**src/rtl/sflash_cmd_parser.sv**
```systemverilog
`timescale 1ns/1ps
module sflash_cmd_parser #(
  parameter int RSV_W       = 4,
  parameter int PAGE_W      = 11,
  parameter int BYTE_W      = 9,
  parameter int BLK_DROP    = 3,
  parameter int LONG_DUMMY  = 4,
  parameter int SHORT_DUMMY = 1
) (
  input  logic              clk,
  input  logic              rst_n,
  input  logic              cs_n,
  input  logic              sck,
  input  logic              si,
  output logic              clk_idle_hi,
  output logic [4:0]        cmd,
  output logic              spi_enc,
  output logic [PAGE_W-1:0] page_addr,
  output logic [BYTE_W-1:0] byte_addr,
  output logic              frame_valid,
  output logic              cmd_bad,
  output logic              abort
);
  localparam int ADDR_W = RSV_W + PAGE_W + BYTE_W;
  localparam int FLD_W  = PAGE_W + BYTE_W;
  localparam int MAXB   = (ADDR_W > LONG_DUMMY*8) ? ADDR_W : LONG_DUMMY*8;
  localparam int CNT_W  = $clog2(MAXB);
  localparam logic [PAGE_W-1:0] BLK_MASK = ~PAGE_W'((1 << BLK_DROP) - 1);
  localparam logic [4:0] ID_STATUS = 5'd5;
  localparam logic [4:0] ID_BLOCK  = 5'd13;

  typedef enum logic [1:0] {P_IDLE, P_OPC, P_ADDR, P_DUM} phase_t;
  phase_t phase;

  logic              cs_q, sck_q;
  logic [CNT_W-1:0]  cnt;
  logic [FLD_W-2:0]  sh;
  logic [4:0]        id_q;
  logic              enc_q;
  logic [PAGE_W-1:0] pg_q;
  logic [BYTE_W-1:0] by_q;

  wire cs_fall = cs_q & ~cs_n;
  wire cs_rise = ~cs_q & cs_n;
  wire bit_in  = sck & ~sck_q & ~cs_n;
  wire [FLD_W-1:0] sh_nx = {sh, si};
  wire [7:0] op = sh_nx[7:0];

  logic [4:0] dec_id;
  logic       dec_enc;
  always_comb begin
    dec_id  = 5'd0;
    dec_enc = op[7] & op[6];
    case (op)
      8'h68, 8'hE8: dec_id = 5'd1;
      8'h52, 8'hD2: dec_id = 5'd2;
      8'h54, 8'hD4: dec_id = 5'd3;
      8'h56, 8'hD6: dec_id = 5'd4;
      8'h57, 8'hD7: dec_id = 5'd5;
      8'h84: dec_id = 5'd6;
      8'h87: dec_id = 5'd7;
      8'h83: dec_id = 5'd8;
      8'h86: dec_id = 5'd9;
      8'h88: dec_id = 5'd10;
      8'h89: dec_id = 5'd11;
      8'h81: dec_id = 5'd12;
      8'h50: dec_id = 5'd13;
      8'h82: dec_id = 5'd14;
      8'h85: dec_id = 5'd15;
      8'h53: dec_id = 5'd16;
      8'h55: dec_id = 5'd17;
      8'h60: dec_id = 5'd18;
      8'h61: dec_id = 5'd19;
      8'h58: dec_id = 5'd20;
      8'h59: dec_id = 5'd21;
      default: dec_id = 5'd0;
    endcase
  end

  wire buf_only = id_q inside {5'd3, 5'd4, 5'd6, 5'd7};
  wire has_byte = buf_only || id_q inside {5'd1, 5'd2, 5'd14, 5'd15};
  wire [CNT_W:0] ndum = (id_q inside {5'd1, 5'd2}) ? (CNT_W+1)'(LONG_DUMMY) :
                        buf_only && id_q inside {5'd3, 5'd4} ? (CNT_W+1)'(SHORT_DUMMY) :
                        '0;
  wire [CNT_W-1:0] dlast = CNT_W'(ndum * 8 - 1);

  wire [PAGE_W-1:0] pg_raw = sh_nx[BYTE_W +: PAGE_W];
  wire [PAGE_W-1:0] pg_new = buf_only ? '0 : (id_q == ID_BLOCK) ? (pg_raw & BLK_MASK) : pg_raw;
  wire [BYTE_W-1:0] by_new = has_byte ? sh_nx[BYTE_W-1:0] : '0;

  always_ff @(posedge clk or negedge rst_n) begin
    if (!rst_n) begin
      phase <= P_IDLE;
      cs_q <= 1'b1; sck_q <= 1'b1;
      cnt <= '0; sh <= '0;
      id_q <= '0; enc_q <= 1'b0; pg_q <= '0; by_q <= '0;
      clk_idle_hi <= 1'b1;
      cmd <= '0; spi_enc <= 1'b0; page_addr <= '0; byte_addr <= '0;
      frame_valid <= 1'b0; cmd_bad <= 1'b0; abort <= 1'b0;
    end else begin
      cs_q <= cs_n;
      sck_q <= sck;
      frame_valid <= 1'b0;
      cmd_bad <= 1'b0;
      abort <= 1'b0;
      if (cs_n) begin
        if (cs_rise && ((phase == P_OPC && cnt != '0) || phase == P_ADDR || phase == P_DUM))
          abort <= 1'b1;
        phase <= P_IDLE;
      end else if (cs_fall) begin
        phase <= P_OPC;
        cnt <= '0;
        clk_idle_hi <= sck;
      end else if (bit_in && phase != P_IDLE) begin
        sh <= sh_nx[FLD_W-2:0];
        cnt <= cnt + CNT_W'(1);
        case (phase)
          P_OPC: if (cnt == CNT_W'(7)) begin
            cnt <= '0;
            if (dec_id == 5'd0) begin
              cmd_bad <= 1'b1;
              cmd <= '0; spi_enc <= 1'b0; page_addr <= '0; byte_addr <= '0;
              phase <= P_IDLE;
            end else if (dec_id == ID_STATUS) begin
              frame_valid <= 1'b1;
              cmd <= dec_id; spi_enc <= dec_enc; page_addr <= '0; byte_addr <= '0;
              phase <= P_IDLE;
            end else begin
              id_q <= dec_id;
              enc_q <= dec_enc;
              phase <= P_ADDR;
            end
          end
          P_ADDR: if (cnt == CNT_W'(ADDR_W-1)) begin
            cnt <= '0;
            pg_q <= pg_new;
            by_q <= by_new;
            if (ndum == '0) begin
              frame_valid <= 1'b1;
              cmd <= id_q; spi_enc <= enc_q; page_addr <= pg_new; byte_addr <= by_new;
              phase <= P_IDLE;
            end else begin
              phase <= P_DUM;
            end
          end
          P_DUM: if (cnt == dlast) begin
            frame_valid <= 1'b1;
            cmd <= id_q; spi_enc <= enc_q; page_addr <= pg_q; byte_addr <= by_q;
            phase <= P_IDLE;
          end
          default: ;
        endcase
      end
    end
  end
endmodule

```
**config.mk**
```make
export PLATFORM = sky130hd
export DESIGN_NAME = sflash_cmd_parser
export DESIGN_NICKNAME = d
export VERILOG_FILES = /design/src/rtl/sflash_cmd_parser.sv
export SDC_FILE = /design/constraint.sdc
export NUM_CORES = 1
export LEC_CHECK = 0
export CORE_AREA = 2 2 86 96
export CTS_CLUSTER_SIZE = 12
export DETAILED_ROUTE_END_ITERATION = 12
export DIE_AREA = 0 0 88 98
export HOLD_SLACK_MARGIN = 0.08
export PLACE_DENSITY = 0.87
export SYNTH_ARGS = -nofsm -noshare
export SYNTH_HDL_FRONTEND = slang
export SYNTH_SLANG_ARGS = --single-unit
```
**constraint.sdc**
```tcl
create_clock -name clk -period 6.37 [get_ports clk]
set_input_delay 1.5925 -clock clk [delete_from_list [all_inputs] [get_ports clk]]
set_output_delay 1.5925 -clock clk [all_outputs]
set_load 0.02 [all_outputs]
```
; Word level (Yosys, flattened, before mapping)
; Index checks and enable logic that the tools add are counted.
[op_classes]
n_addsub = 2
eq_ne = 50
n_mux = 67
n_bitwise = 11
reduce_logical = 31
[ops]
columns = operator, count
row1 = 8-bit equality test (second input constant), 14
row2 = 5-bit one-hot mux with 21 select lines, 1
row3 = 8-bit by 7-bit equality test with 1-bit output (second input constant), 12
row4 = 11-bit two-way mux, 7
row5 = 9-bit two-way mux, 7
row6 = 5-bit two-way mux, 10
row7 = 11-bit one-hot mux with 3 select lines, 1
row8 = 9-bit one-hot mux with 3 select lines, 1
row9 = 5-bit by 3-bit equality test with 1-bit output (second input constant), 5
row10 = 1-bit two-way mux, 24
row11 = 2-bit two-way mux, 9
row12 = 5-bit by 4-bit equality test with 1-bit output (second input constant), 3
row13 = 5-bit one-hot mux with 3 select lines, 1
row14 = 4-bit by 3-bit inequality test with 1-bit output (second input constant), 3
row15 = 5-bit by 2-bit equality test with 1-bit output (second input constant), 2
row16 = 5-bit one-hot mux with 2 select lines, 1
row17 = 5-bit AND reduction, 2
row18 = 5-bit nonzero test, 2
row19 = 2-bit OR reduction, 5
row20 = 9-bit AND reduction, 1
row21 = 2-bit by 1-bit inequality test with 1-bit output (second input constant), 4
row22 = 2-bit nonzero test, 4
row23 = 4-bit nonzero test, 2
row24 = 7-bit AND reduction, 1
row25 = 20 further kinds, 39
[totals]
ff_bits = 84
in_bits = 5
out_inout_bits = 30
word_cells = 178

; Logic depth before layout (Yosys ltp)
; Gate-level depths: netlist (run 1).
[depth]
word_depth = 12
mapped_depth = 9
ltp_nobuf = 7

; Least setup slack after synthesis (run 1)
; No wires, ideal clock.
[synth_path]
path_type = input -> register
start = input si
end = register byte_addr[0]
setup_ns = 0.125
arrival_time_ns = 3.332
required_ns = 6.245
slack_ns = 2.913
path_stages = 8
n_path_buf = 2
cell_sequence = buf_2 -> and3b_1 -> o211ai_1 -> a31oi_2 -> o311ai_1 -> nand4b_2 -> buf_6 -> mux2_4
[synth_between]
elab_chain_len = 7
elab_cells_between_ends = 42
cone_classes = eq/ne: 28 / mux: 7 / reduce/logical: 7
[synth_lines]
columns = item, line_no
row1 = "start, declared", 14  ; input logic si,
row2 = 8-bit by 7-bit equality test with 1-bit output / 8-bit equality test (equally long branches), 54  ; case (op)
row3 = 2-bit OR reduction, 54
row4 = 5-bit one-hot mux with 21 select lines, 54
row5 = 5-bit zero test, 120  ; if (dec_id == 5'd0) begin
row6 = 9-bit two-way mux, 120
row7 = 9-bit two-way mux, 118  ; P_OPC: if (cnt == CNT_W'(7)) begin
row8 = 9-bit one-hot mux with 3 select lines, 117  ; case (phase)
row9 = "end signal, assigned", 140  ; cmd <= id_q; spi_enc <= enc_q; page_addr <= pg_new; byte_addr <= by_new;
row10 = "end signal, assigned", 148  ; cmd <= id_q; spi_enc <= enc_q; page_addr <= pg_q; byte_addr <= by_q;
row11 = "end, declared", 19  ; output logic [BYTE_W-1:0] byte_addr,
; Parallel ways exist; a longest one is shown, timed or not. The select of a mux whose other input is x is not followed.
; A chain may end at the register's enable or synchronous reset.

; Worst setup path in the final report (run 1)
[layout_path]
start = input si
end = register byte_addr[1]
[layout_between]
elab_chain_len = 7
elab_cells_between_ends = 39
cone_classes = eq/ne: 28 / mux: 4 / reduce/logical: 7
[layout_lines]
columns = item, line_no
row1 = 8-bit by 7-bit equality test with 1-bit output / 8-bit equality test (equally long branches), 54
row2 = 2-bit OR reduction, 54
row3 = 5-bit one-hot mux with 21 select lines (*), 54
row4 = 5-bit zero test, 120
row5 = 9-bit two-way mux, 120
row6 = 9-bit two-way mux, 118
row7 = 9-bit one-hot mux with 3 select lines, 117
; Mark *: on every way between the ends. The rest lies on a longest branch, timed or not. The select of a mux whose other input is x is not followed.

==> results.rst, run 1 <==
.. list-table::
   :header-rows: 1

   * - Metric
     - Value
   * - Layout overhead on the synthesized area
     - 12.6%
   * - Vias post-DR
     - roughly 3,300
   * - CTS tree
     - built
   * - Class of the tightest hold or removal check
     - register to register
   * - Residual antenna-violating net count after detailed routing
     - 0
   * - Initial core utilization
     - 0.581
   * - Synth area leaders
     - sky130_fd_sc_hd__dfrtp_1 45%, sky130_fd_sc_hd__mux2_4 8.4%, sky130_fd_sc_hd__mux2_2 7.3%
   * - Antenna violations before repair
     - 0
   * - Data arrival time of the critical path
     - 4.92 ns
   * - Unrepaired setup endpoints after global routing
     - no
   * - Maximum number of buffers from clock root to sink
     - 2
   * - Y dimension of the die
     - 98 um
   * - Maximum achievable frequency
     - around 210 MHz
   * - Number of buffers created by CTS
     - 9
   * - CP required
     - 6.62 ns
   * - Total number of H-tree levels
     - 3
   * - Via/cell ratio
     - 6.09
   * - Most used flip-flop cell after synthesis
     - sky130_fd_sc_hd__dfrtp_1
   * - Worst Hold Depth
     - 2
   * - Count of synthesis-stage warnings from yosys
     - 0
   * - Power Density
     - between 200 and 250 nW/um^2
   * - DP Cell Count
     - 520
   * - Wirelength per Cell
     - 17.3 um
   * - Part of the total power dissipated in combinational logic
     - 0.057
   * - Half-perimeter wire length after placement
     - 5910 um
   * - Mapped Avg Cell Area
     - between 10 and 15 sq um
   * - Hold EP
     - pg_q[3]
   * - Setup Skew
     - approximately 0.0086 ns
   * - Element type at the critical path start
     - primary input
   * - Setup Crit Path Kind
     - primary input to register
   * - Number of synthesized register bits
     - 84
   * - Slew HR
     - 0.318
   * - Maximum net fanout on the critical path
     - 21
   * - Number of detailed-routing iterations run before antenna repair
     - 5
   * - Io pins
     - 35
   * - Most common cell in the netlist
     - sky130_fd_sc_hd__dfrtp_1
   * - Worst R2R Start
     - sh[2]
   * - Net count of the finished layout
     - 434
   * - Capture point of the worst reg-to-reg path
     - byte_addr[1]
   * - Wire length of the first global-routing pass
     - about 16,000 um
   * - Share of power burned in the clock network
     - 0.413
   * - Final TNS setup
     - 0 ns
   * - Synthesized instance count
     - 408
   * - # clock sinks
     - 84
   * - Met2 routing resource usage after global routing
     - 0.350
   * - Count of flip-flops with a built-in enable after synthesis
     - 0
   * - Ratio of cells with drive above 1 in the final layout
     - 0.203
   * - Count of pins over their slew limit
     - 0
   * - Sequential area share after synthesis
     - 0.470
   * - Number of placement rows
     - 34
   * - Proportion of netlist area held by the largest area contributor
     - 0.453
   * - Mapped cell area
     - 4480 sq um
   * - Number of maximum-capacitance constraint violations
     - 0
   * - Placed cell area
     - 4810 sq um
   * - Net switching power of the design
     - 268 uW
   * - Post-synthesis async set-or-reset flop share
     - 1.00
   * - Kind of end point of the critical path
     - register
   * - Tot GR Track Use
     - 0.234
   * - Buffer cell driving the clock tree root
     - sky130_fd_sc_hd__clkbuf_8
   * - Final period demand of the worst path
     - 4.67 ns
   * - Count of input and output buffers
     - 34
   * - Commonest cells post-synth
     - 81 x sky130_fd_sc_hd__dfrtp_1, 41 x sky130_fd_sc_hd__nand2_1, 29 x sky130_fd_sc_hd__a22o_1, 29 x sky130_fd_sc_hd__mux2_2, 25 x sky130_fd_sc_hd__mux2_4
   * - Area of the core
     - 7700 sq um
   * - Pleak
     - 0.00234 uW
   * - Antenna cells
     - 0
   * - Number of hold violations in the final report
     - 0
   * - PnR Total Power
     - roughly 1100 uW
   * - Met1 usage in global routing
     - 0.328
   * - Worst-skew pair later-pin latency
     - 0.36 ns
   * - Sequential fraction of design power
     - 0.530
   * - Switching Share
     - 0.253
   * - Min-delay src
     - pg_q[3]
   * - DRC viols
     - 0
   * - Register clock-pin slew on the reported worst setup and hold paths
     - approximately 0.090 ns
   * - Hold buffer count at cts
     - 0
   * - First-iteration detailed-routing DRC count
     - 257
   * - Internal power contribution
     - 791 uW
   * - Chip Width
     - a little under 90 um
   * - Yosys top cell by area
     - sky130_fd_sc_hd__dfrtp_1
   * - Run status
     - finished clean
   * - Aggregate routed wire length
     - between 9000 and 10,000 um
   * - Number of unique standard cell types used by synthesis
     - 65
   * - Syn_nets
     - 419
   * - R2r setup slk
     - 3.03 ns
   * - Residual overflow from global routing
     - 0
   * - Finished Cell Area
     - 5040 sq um
   * - Maximum number of pins on one net before global-route repair
     - 85
   * - VDD IR max
     - 0.000115 V
   * - Routing usage on met3
     - 0.0440
   * - Final setup violation count
     - 0
   * - Most used routing layer in global routing
     - met2
   * - Number of buffers added for setup after CTS
     - 0
   * - Reg2Reg Depth
     - 7
   * - Finished Layout Cells
     - 536
   * - Post-cts resize count
     - 0
   * - CP Launch Point
     - si
   * - Die Outline Area
     - approximately 8600 sq um
   * - Via count of the first global-routing pass
     - about 3,200
   * - Transition time at the pin with the least slew margin
     - 1.02 ns
   * - Final estimated routing congestion in global placement
     - 0.880
   * - Tcrit/Tclk final
     - 0.733
[kinds of logic after synthesis]
| family | count (synthesis) | share of synthesized area |
|---|---|---|
| AND/OR/NAND/NOR | 130 | 0.159 |
| AO/OA/AOI/OAI | 84 | 0.141 |
| flip-flops | 84 | 0.470 |
| multiplexers | 57 | 0.163 |
| buffers and inverters | 45 | 0.0450 |
| adder cells (fa/ha/maj) | 6 | 0.0168 |
| XOR/XNOR | 2 | 0.00391 |
[state kept, by name, indices dropped and copies added, names as in the netlist]
register and flops:
sh 19, page_addr 11, pg_q 11, by_q 9, byte_addr 9, cmd 5
cnt 5, id_q 5, phase 2, abort 1, clk_idle_hi 1, cmd_bad 1
cs_q 1, enc_q 1, frame_valid 1, sck_q 1, spi_enc 1
[worst max path at each step]
stage,endpoint,slack (ns),cells past startpoint
floorplan,byte_addr[0],2.91,8
global placement,byte_addr[0],1.46,8
detailed placement,byte_addr[3],1.35,8
CTS,byte_addr[1],1.73,8
global route,byte_addr[6],1.43,8
finish,byte_addr[1],1.70,8
[through the flow]
stage / hold slack [ns] / util / setup slack, ns
after floorplan: 0.440 / - / 2.91
after global placement: 0.450 / 0.625 / 1.46
after detailed placement: 0.458 / 0.625 / 1.35
after CTS: 0.478 / 0.655 / 1.73
after global routing: 0.506 / 0.655 / 1.43
final: 0.475 / 0.655 / 1.70
[worst max-delay path: stages]
cell,delay (ns)
sky130_fd_sc_hd__clkdlybuf4s50_1,0.78
sky130_fd_sc_hd__and3b_1,0.35
sky130_fd_sc_hd__o211ai_1,0.18
sky130_fd_sc_hd__a31oi_2,0.16
sky130_fd_sc_hd__o311ai_1,0.35
sky130_fd_sc_hd__nand4b_2,0.72
sky130_fd_sc_hd__buf_4,0.47
sky130_fd_sc_hd__mux2_4,0.31
[per-layer routing]
layer | routed length [um] | vias up
met5 | 0 | -
met4 | 368 | 0
met3 | 422 | 34
met2 | 4460 | 124
met1 | 4030 | 1596
li1 | - | 1510
[layout by cell type, fill, tap and decap left out, types with 4 or more instances in the layout]
cell type                         netlist  final
sky130_fd_sc_hd__and3b_1                4      4
sky130_fd_sc_hd__nand2_1               41     41
sky130_fd_sc_hd__nor2b_1                5      5
sky130_fd_sc_hd__inv_1                 13     13
sky130_fd_sc_hd__nand3_1               17     17
sky130_fd_sc_hd__a21oi_1                9      9
sky130_fd_sc_hd__dfrtp_1               81     81
sky130_fd_sc_hd__o21ai_0               17     17
sky130_fd_sc_hd__nand3b_1               7      7
sky130_fd_sc_hd__clkdlybuf4s50_1        0     33
sky130_fd_sc_hd__clkbuf_8               0      9
sky130_fd_sc_hd__nor3_1                 7      7
sky130_fd_sc_hd__nor2_1                20     20
sky130_fd_sc_hd__a22o_1                29     29
sky130_fd_sc_hd__mux2_4                25     25
sky130_fd_sc_hd__ha_1                   6      6
sky130_fd_sc_hd__mux2_2                29     29
[power by group through the flow]
stage | logic (uW) | registers (uW) | clock network [uW]
floorplan | 49.0 | 558 | 0
detailed placement | 60.7 | 571 | 0
global route | 69.0 | 564 | 467
CTS | 61.0 | 561 | 444
finish | 59.9 | 561 | 438
global placement | 58.5 | 570 | 0
[area by class of cell]
class	instances	area, sq um
Clock inverter	7	105
Sequential cell	84	2110
Inverter	13	48.8
Multi-Input combinational cell	279	2170
Timing Repair Buffer	36	353
Clock buffer	9	124
Tap cell	108	135
Fill cell	562	2660
(Power assumes the default switching activity.)
==> run 2: changes to the inputs <==
--- a/config.mk
+++ b/config.mk
@@ -5,12 +5,12 @@
 export SDC_FILE = /design/constraint.sdc
 export NUM_CORES = 1
 export LEC_CHECK = 0
-export CORE_AREA = 2 2 86 96
+export CORE_AREA = 2 2 87 98
 export CTS_CLUSTER_SIZE = 12
 export DETAILED_ROUTE_END_ITERATION = 12
-export DIE_AREA = 0 0 88 98
+export DIE_AREA = 0 0 89 100
 export HOLD_SLACK_MARGIN = 0.08
-export PLACE_DENSITY = 0.87
+export PLACE_DENSITY = 0.85
 export SYNTH_ARGS = -nofsm -noshare
 export SYNTH_HDL_FRONTEND = slang
 export SYNTH_SLANG_ARGS = --single-unit
==> constraint.sdc (replaced) <==
create_clock -name clk -period 4.7 [get_ports clk]
set_input_delay 1.175 -clock clk [delete_from_list [all_inputs] [get_ports clk]]
set_output_delay 1.175 -clock clk [all_outputs]
set_load 0.02 [all_outputs]
==> run 2 against run 1 <==
Combinational power increased by 38%. Largest power group unchanged. Highest routed layer unchanged. Total power increased by 30%. Die area increased by 3.2%. Clock skew is 0.0085 ns higher. Sequential share of layout area barely moved.
==> results.rst, run 2 (synthesis gave the netlist of run 1 again) <==
.. list-table::
   :header-rows: 1

   * - Metric
     - Value
   * - Run status
     - finished clean (unchanged)
   * - Antenna violations before repair
     - 0 (unchanged)
   * - R2r setup slk
     - 1.76 ns (was 3.03 ns)
   * - Kind of end point of the critical path
     - register (unchanged)
   * - Setup Crit Path Kind
     - primary input to register (unchanged)
   * - Cell Chain, Critical Path
     - clkdlybuf4s50_1 > and3b_1 > o211ai_1 > a31oi_2 > o311ai_1 > nand4b_2 > buf_4 > mux2_4 (unchanged)
   * - VDD IR max
     - 0.000233 V (was 0.000115 V)
   * - Number of buffers created by CTS
     - 9 (unchanged)
   * - Post-route worst hold slack
     - 0.478 ns (was 0.475 ns)
   * - Number of placement rows
     - 35 (was 34)
   * - Area of the core
     - 8060 sq um (was 7700 sq um)
   * - Combined flip-flop and latch cell area
     - 2110 sq um (unchanged)
   * - Wirelength per Cell
     - 16.7 um (was 17.3 um)
   * - Top delay family on crit path
     - buffers and inverters (unchanged)
   * - Maximum number of pins on one net before global-route repair
     - 85 (unchanged)
   * - Number of hold violations in the final report
     - 0 (unchanged)
   * - Most frequent standard cell in the layout excluding fill and tap cells
     - sky130_fd_sc_hd__dfrtp_1 (unchanged)
   * - Register clock-pin slew on the reported worst setup and hold paths
     - 0.09 ns (about the same)
   * - Initial core utilization
     - 0.556 (was 0.581)
   * - Final estimated routing congestion in global placement
     - 0.860 (was 0.880)
   * - Maximum number of buffers from clock root to sink
     - 2 (unchanged)
   * - Via/cell ratio
     - 5.89 (was 6.09)
   * - Class of the tightest hold or removal check
     - register to register (unchanged)
   * - Area of the multi-input gates
     - 2170 sq um (unchanged)
   * - Largest register by flop count
     - sh (unchanged)
   * - CTS tree
     - built (unchanged)
   * - Aggregate routed wire length
     - 9060 um (was 9280 um)
   * - Internal power contribution
     - 1020 uW (was 791 uW)
   * - Bufs and invs on worst path
     - 2 (unchanged)
   * - Slew HR
     - 0.310 (was 0.318)
   * - Chip Width
     - 89 um (was 88 um)
   * - Buffer cell driving the clock tree root
     - sky130_fd_sc_hd__clkbuf_8 (unchanged)
   * - Ratio of cells with drive above 1 in the final layout
     - 0.207 (was 0.203)
   * - Number of maximum-capacitance constraint violations
     - 0 (unchanged)
   * - Total number of H-tree levels
     - 3 (unchanged)
   * - Wire length of the first global-routing pass
     - 15,700 um (was 15,900 um)
   * - Element type at the critical path start
     - primary input (unchanged)
   * - Slowest library cell on the worst path
     - sky130_fd_sc_hd__clkdlybuf4s50_1 (unchanged)
   * - Switching Share
     - 0.262 (was 0.253)
   * - Worst-skew pair later-pin latency
     - 0.36 ns (about the same)
   * - Tcrit/Tclk final
     - 0.783
   * - Most frequent cells in the layout
     - 81 x sky130_fd_sc_hd__dfrtp_1, 41 x sky130_fd_sc_hd__nand2_1, 33 x sky130_fd_sc_hd__clkdlybuf4s50_1 (unchanged)
   * - Biggest cell delay along the critical path
     - 0.69 ns (was 0.78 ns)
   * - Layout overhead on the synthesized area
     - 12.5% (was 12.6%)
   * - Unrepaired setup endpoints after global routing
     - no (unchanged)
   * - Count of pins over their slew limit
     - 0 (unchanged)
   * - Part of the total power dissipated in combinational logic
     - 0.060 (was 0.057)
   * - Final period demand of the worst path
     - 3.68 ns
   * - Number of flip-flops under the largest register name
     - 19 (unchanged)
   * - Share of power burned in the clock network
     - 0.388 (was 0.413)
   * - Die Outline Area
     - 8900 sq um (was 8620 sq um)
   * - Number of fill cells
     - 654 (was 562)
   * - Utilization of the core after routing
     - 0.625 (was 0.655)
   * - Post-cts resize count
     - 0 (unchanged)
   * - Tot GR Track Use
     - 0.224 (was 0.234)
   * - Via count of the first global-routing pass
     - 3,154 (was 3,189)
   * - Io pins
     - 35 (unchanged)
   * - Biggest regs
     - sh: 19 flops, page_addr: 11 flops, pg_q: 11 flops (unchanged)
   * - Half-perimeter wire length after placement
     - 5980 um (was 5910 um)
   * - Residual overflow from global routing
     - 0 (unchanged)
   * - Data arrival time of the critical path
     - 3.92 ns (was 4.92 ns)
   * - Sequential fraction of design power
     - 0.552 (was 0.530)
   * - Maximum net fanout on the critical path
     - 20 (was 21)
   * - Antenna cells
     - 0 (unchanged)
   * - # clock sinks
     - 84 (unchanged)
   * - Net switching power of the design
     - 361 uW (was 268 uW)
   * - Pleak
     - 0.00234 uW (about the same)
   * - DRC viols
     - 0 (unchanged)
   * - Y dimension of the die
     - 100 um (was 98 um)
   * - Maximum achievable frequency
     - 272 MHz
   * - Setup Skew
     - 0.0171 ns (was 0.00857 ns)
   * - Count of input and output buffers
     - 34 (unchanged)
   * - Power Density
     - 274 nW/um^2 (was 210 nW/um^2)
   * - Final TNS setup
     - 0 ns (unchanged)
   * - Number of detailed-routing iterations run before antenna repair
     - 4 (was 5)
   * - Hold buffer count at cts
     - 0 (unchanged)
   * - CP required
     - 4.94 ns (was 6.62 ns)
   * - Net count of the finished layout
     - 436 (was 434)
   * - Residual antenna-violating net count after detailed routing
     - 0 (unchanged)
   * - Transition time at the pin with the least slew margin
     - 1.03 ns (was 1.02 ns)
   * - PnR Total Power
     - 1380 uW (was 1060 uW)
   * - Number of buffers added for setup after CTS
     - 0 (unchanged)
   * - Vias post-DR
     - 3,187 (was 3,264)
   * - First-iteration detailed-routing DRC count
     - 218 (was 257)
   * - Final setup violation count
     - 0 (unchanged)
run 2: through the flow:
stage	setup WS [ns]	std cells	instance area, sq um
2_1_floorplan	1.66	408	4480
3_3_place_gp	0.763	525	4830
3_5_place_dp	0.690	525	4830
4_1_cts	1.05	541	5040
5_1_grt	0.817	541	5040
6_report	1.02	541	5040
run 2: worst min-delay path: stages (launching register included):
cell and delay, ns:
sky130_fd_sc_hd__dfrtp_1 0.35, sky130_fd_sc_hd__nand2_1 0.05, sky130_fd_sc_hd__nand2_1 0.05
run 2: power by group through the flow:
stage	logic (uW)	clock network, uW	registers, uW
after detailed placement	83.3	0	775
after floorplan	66.5	0	757
after global placement	81.0	0	774
after global routing	94.7	574	766
final	82.9	534	761
after CTS	83.5	542	760
run 2: path summary, 6_finish.rpt:
check,from,end,cells past startpoint
max,si,byte_addr[7],8
min,pg_q[6],pg_q[6],2
max reg2reg,sh[2],byte_addr[7],7
min reg2reg,pg_q[6],pg_q[6],2
max in group asynchronous,rst_n,cnt[4],1
min in group asynchronous,rst_n,cmd[0],1
run 2: final cells by class:
cell class                      count  share of cell area
Clock inverter                      7              0.0161
Clock buffer                        9              0.0246
Sequential cell                    84               0.418
Timing Repair Buffer               38              0.0730
Multi-Input combinational cell    279               0.431
Inverter                           13             0.00969
Tap cell                          111              0.0276
run 2: metal layers:
layer	GRT usage	wire [um]	vias to the layer above
li1	-	-	1508
met1	0.314	4190	1590
met2	0.350	4420	69
met3	0.0378	254	20
met4	0.0827	189	0
met5	0	0	-
==> run 3: changes to the inputs <==
==> constraint.sdc (replaced) <==
create_clock -name clk -period 3.9 [get_ports clk]
set_input_delay 0.975 -clock clk [delete_from_list [all_inputs] [get_ports clk]]
set_output_delay 0.975 -clock clk [all_outputs]
set_load 0.02 [all_outputs]
==> run 3 against run 2 <==
Global-route usage up 0.22 points. Worst setup slack worse by 0.35 ns. Largest power group unchanged. Clock power is 15% higher. Clock skew about the same. Design area rose by 0.15%. Non-clock buffer count rose by 2. Sequential power rose by 21%. Flip-flop and latch count is the same. Utilization grew 0.093 points.
==> results.rst, run 3 (synthesis gave the netlist of run 1 again) <==
.. list-table::
   :header-rows: 1

   * - Metric
     - Value
   * - Data arrival time of the critical path
     - 3.49 ns (was 3.92 ns)
   * - Transition time at the pin with the least slew margin
     - 1.05 ns (was 1.03 ns)
   * - Hold buffer count at cts
     - 0 (unchanged)
   * - CTS tree
     - built (unchanged)
   * - Final setup violation count
     - 0 (unchanged)
   * - Net switching power of the design
     - 457 uW (was 361 uW)
   * - Largest register by flop count
     - sh (unchanged)
   * - Buffer cell driving the clock tree root
     - sky130_fd_sc_hd__clkbuf_8 (unchanged)
   * - Ratio of cells with drive above 1 in the final layout
     - 0.211 (was 0.207)
   * - Switching Share
     - 0.279 (was 0.262)
   * - Aggregate routed wire length
     - 9190 um (was 9060 um)
   * - DP Cell Count
     - 527 (was 525)
   * - Number of buffers added for setup after CTS
     - 0 (unchanged)
   * - Worst-skew pair later-pin latency
     - 0.38 ns (was 0.36 ns)
   * - Chip Width
     - 89 um (unchanged)
   * - Internal power contribution
     - 1180 uW (was 1020 uW)
   * - Residual overflow from global routing
     - 0 (unchanged)
   * - Wirelength per Cell
     - 16.9 um (was 16.7 um)
   * - Total number of H-tree levels
     - 3 (unchanged)
   * - Initial core utilization
     - 0.556 (unchanged)
   * - Area of the core
     - 8060 sq um (unchanged)
   * - DRC viols
     - 0 (unchanged)
   * - Most frequent standard cell in the layout excluding fill and tap cells
     - sky130_fd_sc_hd__dfrtp_1 (unchanged)
   * - Sequential fraction of design power
     - 0.561 (was 0.552)
   * - Setup Skew
     - 0.0172 ns (was 0.0171 ns)
   * - # clock sinks
     - 84 (unchanged)
   * - Y dimension of the die
     - 100 um (unchanged)
   * - PnR Total Power
     - 1630 uW (was 1380 uW)
   * - Number of maximum-capacitance constraint violations
     - 0 (unchanged)
   * - Number of buffers created by CTS
     - 9 (unchanged)
   * - Half-perimeter wire length after placement
     - 6140 um (was 5980 um)
   * - Maximum achievable frequency
     - 309 MHz
   * - CP required
     - 4.15 ns (was 4.94 ns)
   * - Element type at the critical path start
     - primary input (unchanged)
   * - Die Outline Area
     - 8900 sq um (unchanged)
   * - Slew HR
     - 0.303 (was 0.310)
   * - Unrepaired setup endpoints after global routing
     - no (unchanged)
   * - Class of the tightest hold or removal check
     - register to register (unchanged)
   * - Register clock-pin slew on the reported worst setup and hold paths
     - 0.09 ns (about the same)
   * - Number of hold violations in the final report
     - 0 (unchanged)
   * - Antenna violations before repair
     - 0 (unchanged)
   * - Residual antenna-violating net count after detailed routing
     - 0 (unchanged)
   * - Layout overhead on the synthesized area
     - 12.7% (was 12.5%)
   * - Net count of the finished layout
     - 438 (was 436)
   * - Pleak
     - 0.00235 uW (was 0.00234 uW)
   * - Number of placement rows
     - 35 (unchanged)
   * - Most frequent cells in the layout
     - 81 x sky130_fd_sc_hd__dfrtp_1, 41 x sky130_fd_sc_hd__nand2_1, 33 x sky130_fd_sc_hd__clkdlybuf4s50_1 (unchanged)
   * - Maximum number of buffers from clock root to sink
     - 2 (unchanged)
   * - Share of power burned in the clock network
     - 0.377 (was 0.388)
   * - Maximum net fanout on the critical path
     - 8 (was 20)
   * - Final TNS setup
     - 0 ns (unchanged)
   * - First-iteration detailed-routing DRC count
     - 357 (was 218)
   * - Finished Layout Cells
     - 543 (was 541)
   * - Power Density
     - 324 nW/um^2 (was 274 nW/um^2)
   * - Maximum number of pins on one net before global-route repair
     - 85 (unchanged)
   * - Number of detailed-routing iterations run before antenna repair
     - 4 (unchanged)
   * - Biggest regs
     - sh: 19 flops, page_addr: 11 flops, pg_q: 11 flops (unchanged)
   * - Final estimated routing congestion in global placement
     - 0.855 (was 0.860)
   * - Count of input and output buffers
     - 34 (unchanged)
   * - Post-cts resize count
     - 0 (unchanged)
   * - Setup Crit Path Kind
     - primary input to register (unchanged)
   * - Count of pins over their slew limit
     - 0 (unchanged)
   * - Final period demand of the worst path
     - 3.23 ns
   * - Part of the total power dissipated in combinational logic
     - 0.062 (was 0.060)
   * - Vias post-DR
     - 3,231 (was 3,187)
   * - Io pins
     - 35 (unchanged)
   * - Via count of the first global-routing pass
     - 3,195 (was 3,154)
   * - Wire length of the first global-routing pass
     - 15,600 um (was 15,700 um)
   * - Tot GR Track Use
     - 0.226 (was 0.224)
   * - Via/cell ratio
     - 5.95 (was 5.89)
   * - VDD IR max
     - 0.000248 V (was 0.000233 V)
   * - Run status
     - finished clean (unchanged)
   * - Number of flip-flops under the largest register name
     - 19 (unchanged)
   * - Antenna cells
     - 0 (unchanged)
   * - Kind of end point of the critical path
     - register (unchanged)
   * - Tcrit/Tclk final
     - 0.829
-- run 3: worst paths after layout --
kind | start | to | slack (ns) | cells after the start
min reg2reg | pg_q[3] | pg_q[3] | 0.48 | 2
min | pg_q[3] | pg_q[3] | 0.48 | 2
max reg2reg | sh[5] | id_q[1] | 0.96 | 6
min in group asynchronous | rst_n | cmd[1] | 0.77 | 1
max | si | id_q[1] | 0.67 | 7
max in group asynchronous | rst_n | sh[1] | 2.45 | 1
-- run 3: layer usage --
layer  vias to the layer above  GRT usage  share of wire
met3                        14     0.0378          0.027
met5                         -          0              0
met2                        68      0.358           0.51
met4                         0     0.0896          0.018
met1                      1642      0.309           0.44
li1                       1507          -              -
-- run 3: layout make-up --
class / count / area, sq um
clock inverter: 7 / 73.8
inverter: 13 / 48.8
multi-input combinational: 279 / 2170
sequential: 84 / 2110
timing repair buffer: 40 / 383
fill: 685 / 3010
tap: 111 / 139
clock buffer: 9 / 124
-- run 3: worst max-delay path: stages --
cell,delay [ns]
sky130_fd_sc_hd__clkdlybuf4s50_1,0.63
sky130_fd_sc_hd__nor2b_1,0.32
sky130_fd_sc_hd__o21ai_1,0.09
sky130_fd_sc_hd__a21oi_1,0.26
sky130_fd_sc_hd__nor3_2,0.11
sky130_fd_sc_hd__or4_1,0.73
sky130_fd_sc_hd__mux2_4,0.37
-- run 3: power by group through the flow --
stage	clock network (uW)	registers, uW	logic [uW]
floorplan	0	912	80.1
global placement	0	934	101
detailed placement	0	934	101
CTS	630	917	102
global route	668	921	116
finish	616	918	101
-- run 3: per-stage QoR --
step / area [sq um] / worst slack [ns] / utilization / hold WS (ns)
floorplan: 4480 / 1.06 / - / 0.440
global placement: 4850 / 0.364 / 0.601 / 0.450
detailed placement: 4850 / 0.328 / 0.601 / 0.458
CTS: 5040 / 0.705 / 0.626 / 0.482
global route: 5040 / 0.522 / 0.626 / 0.520
finish: 5040 / 0.667 / 0.626 / 0.481
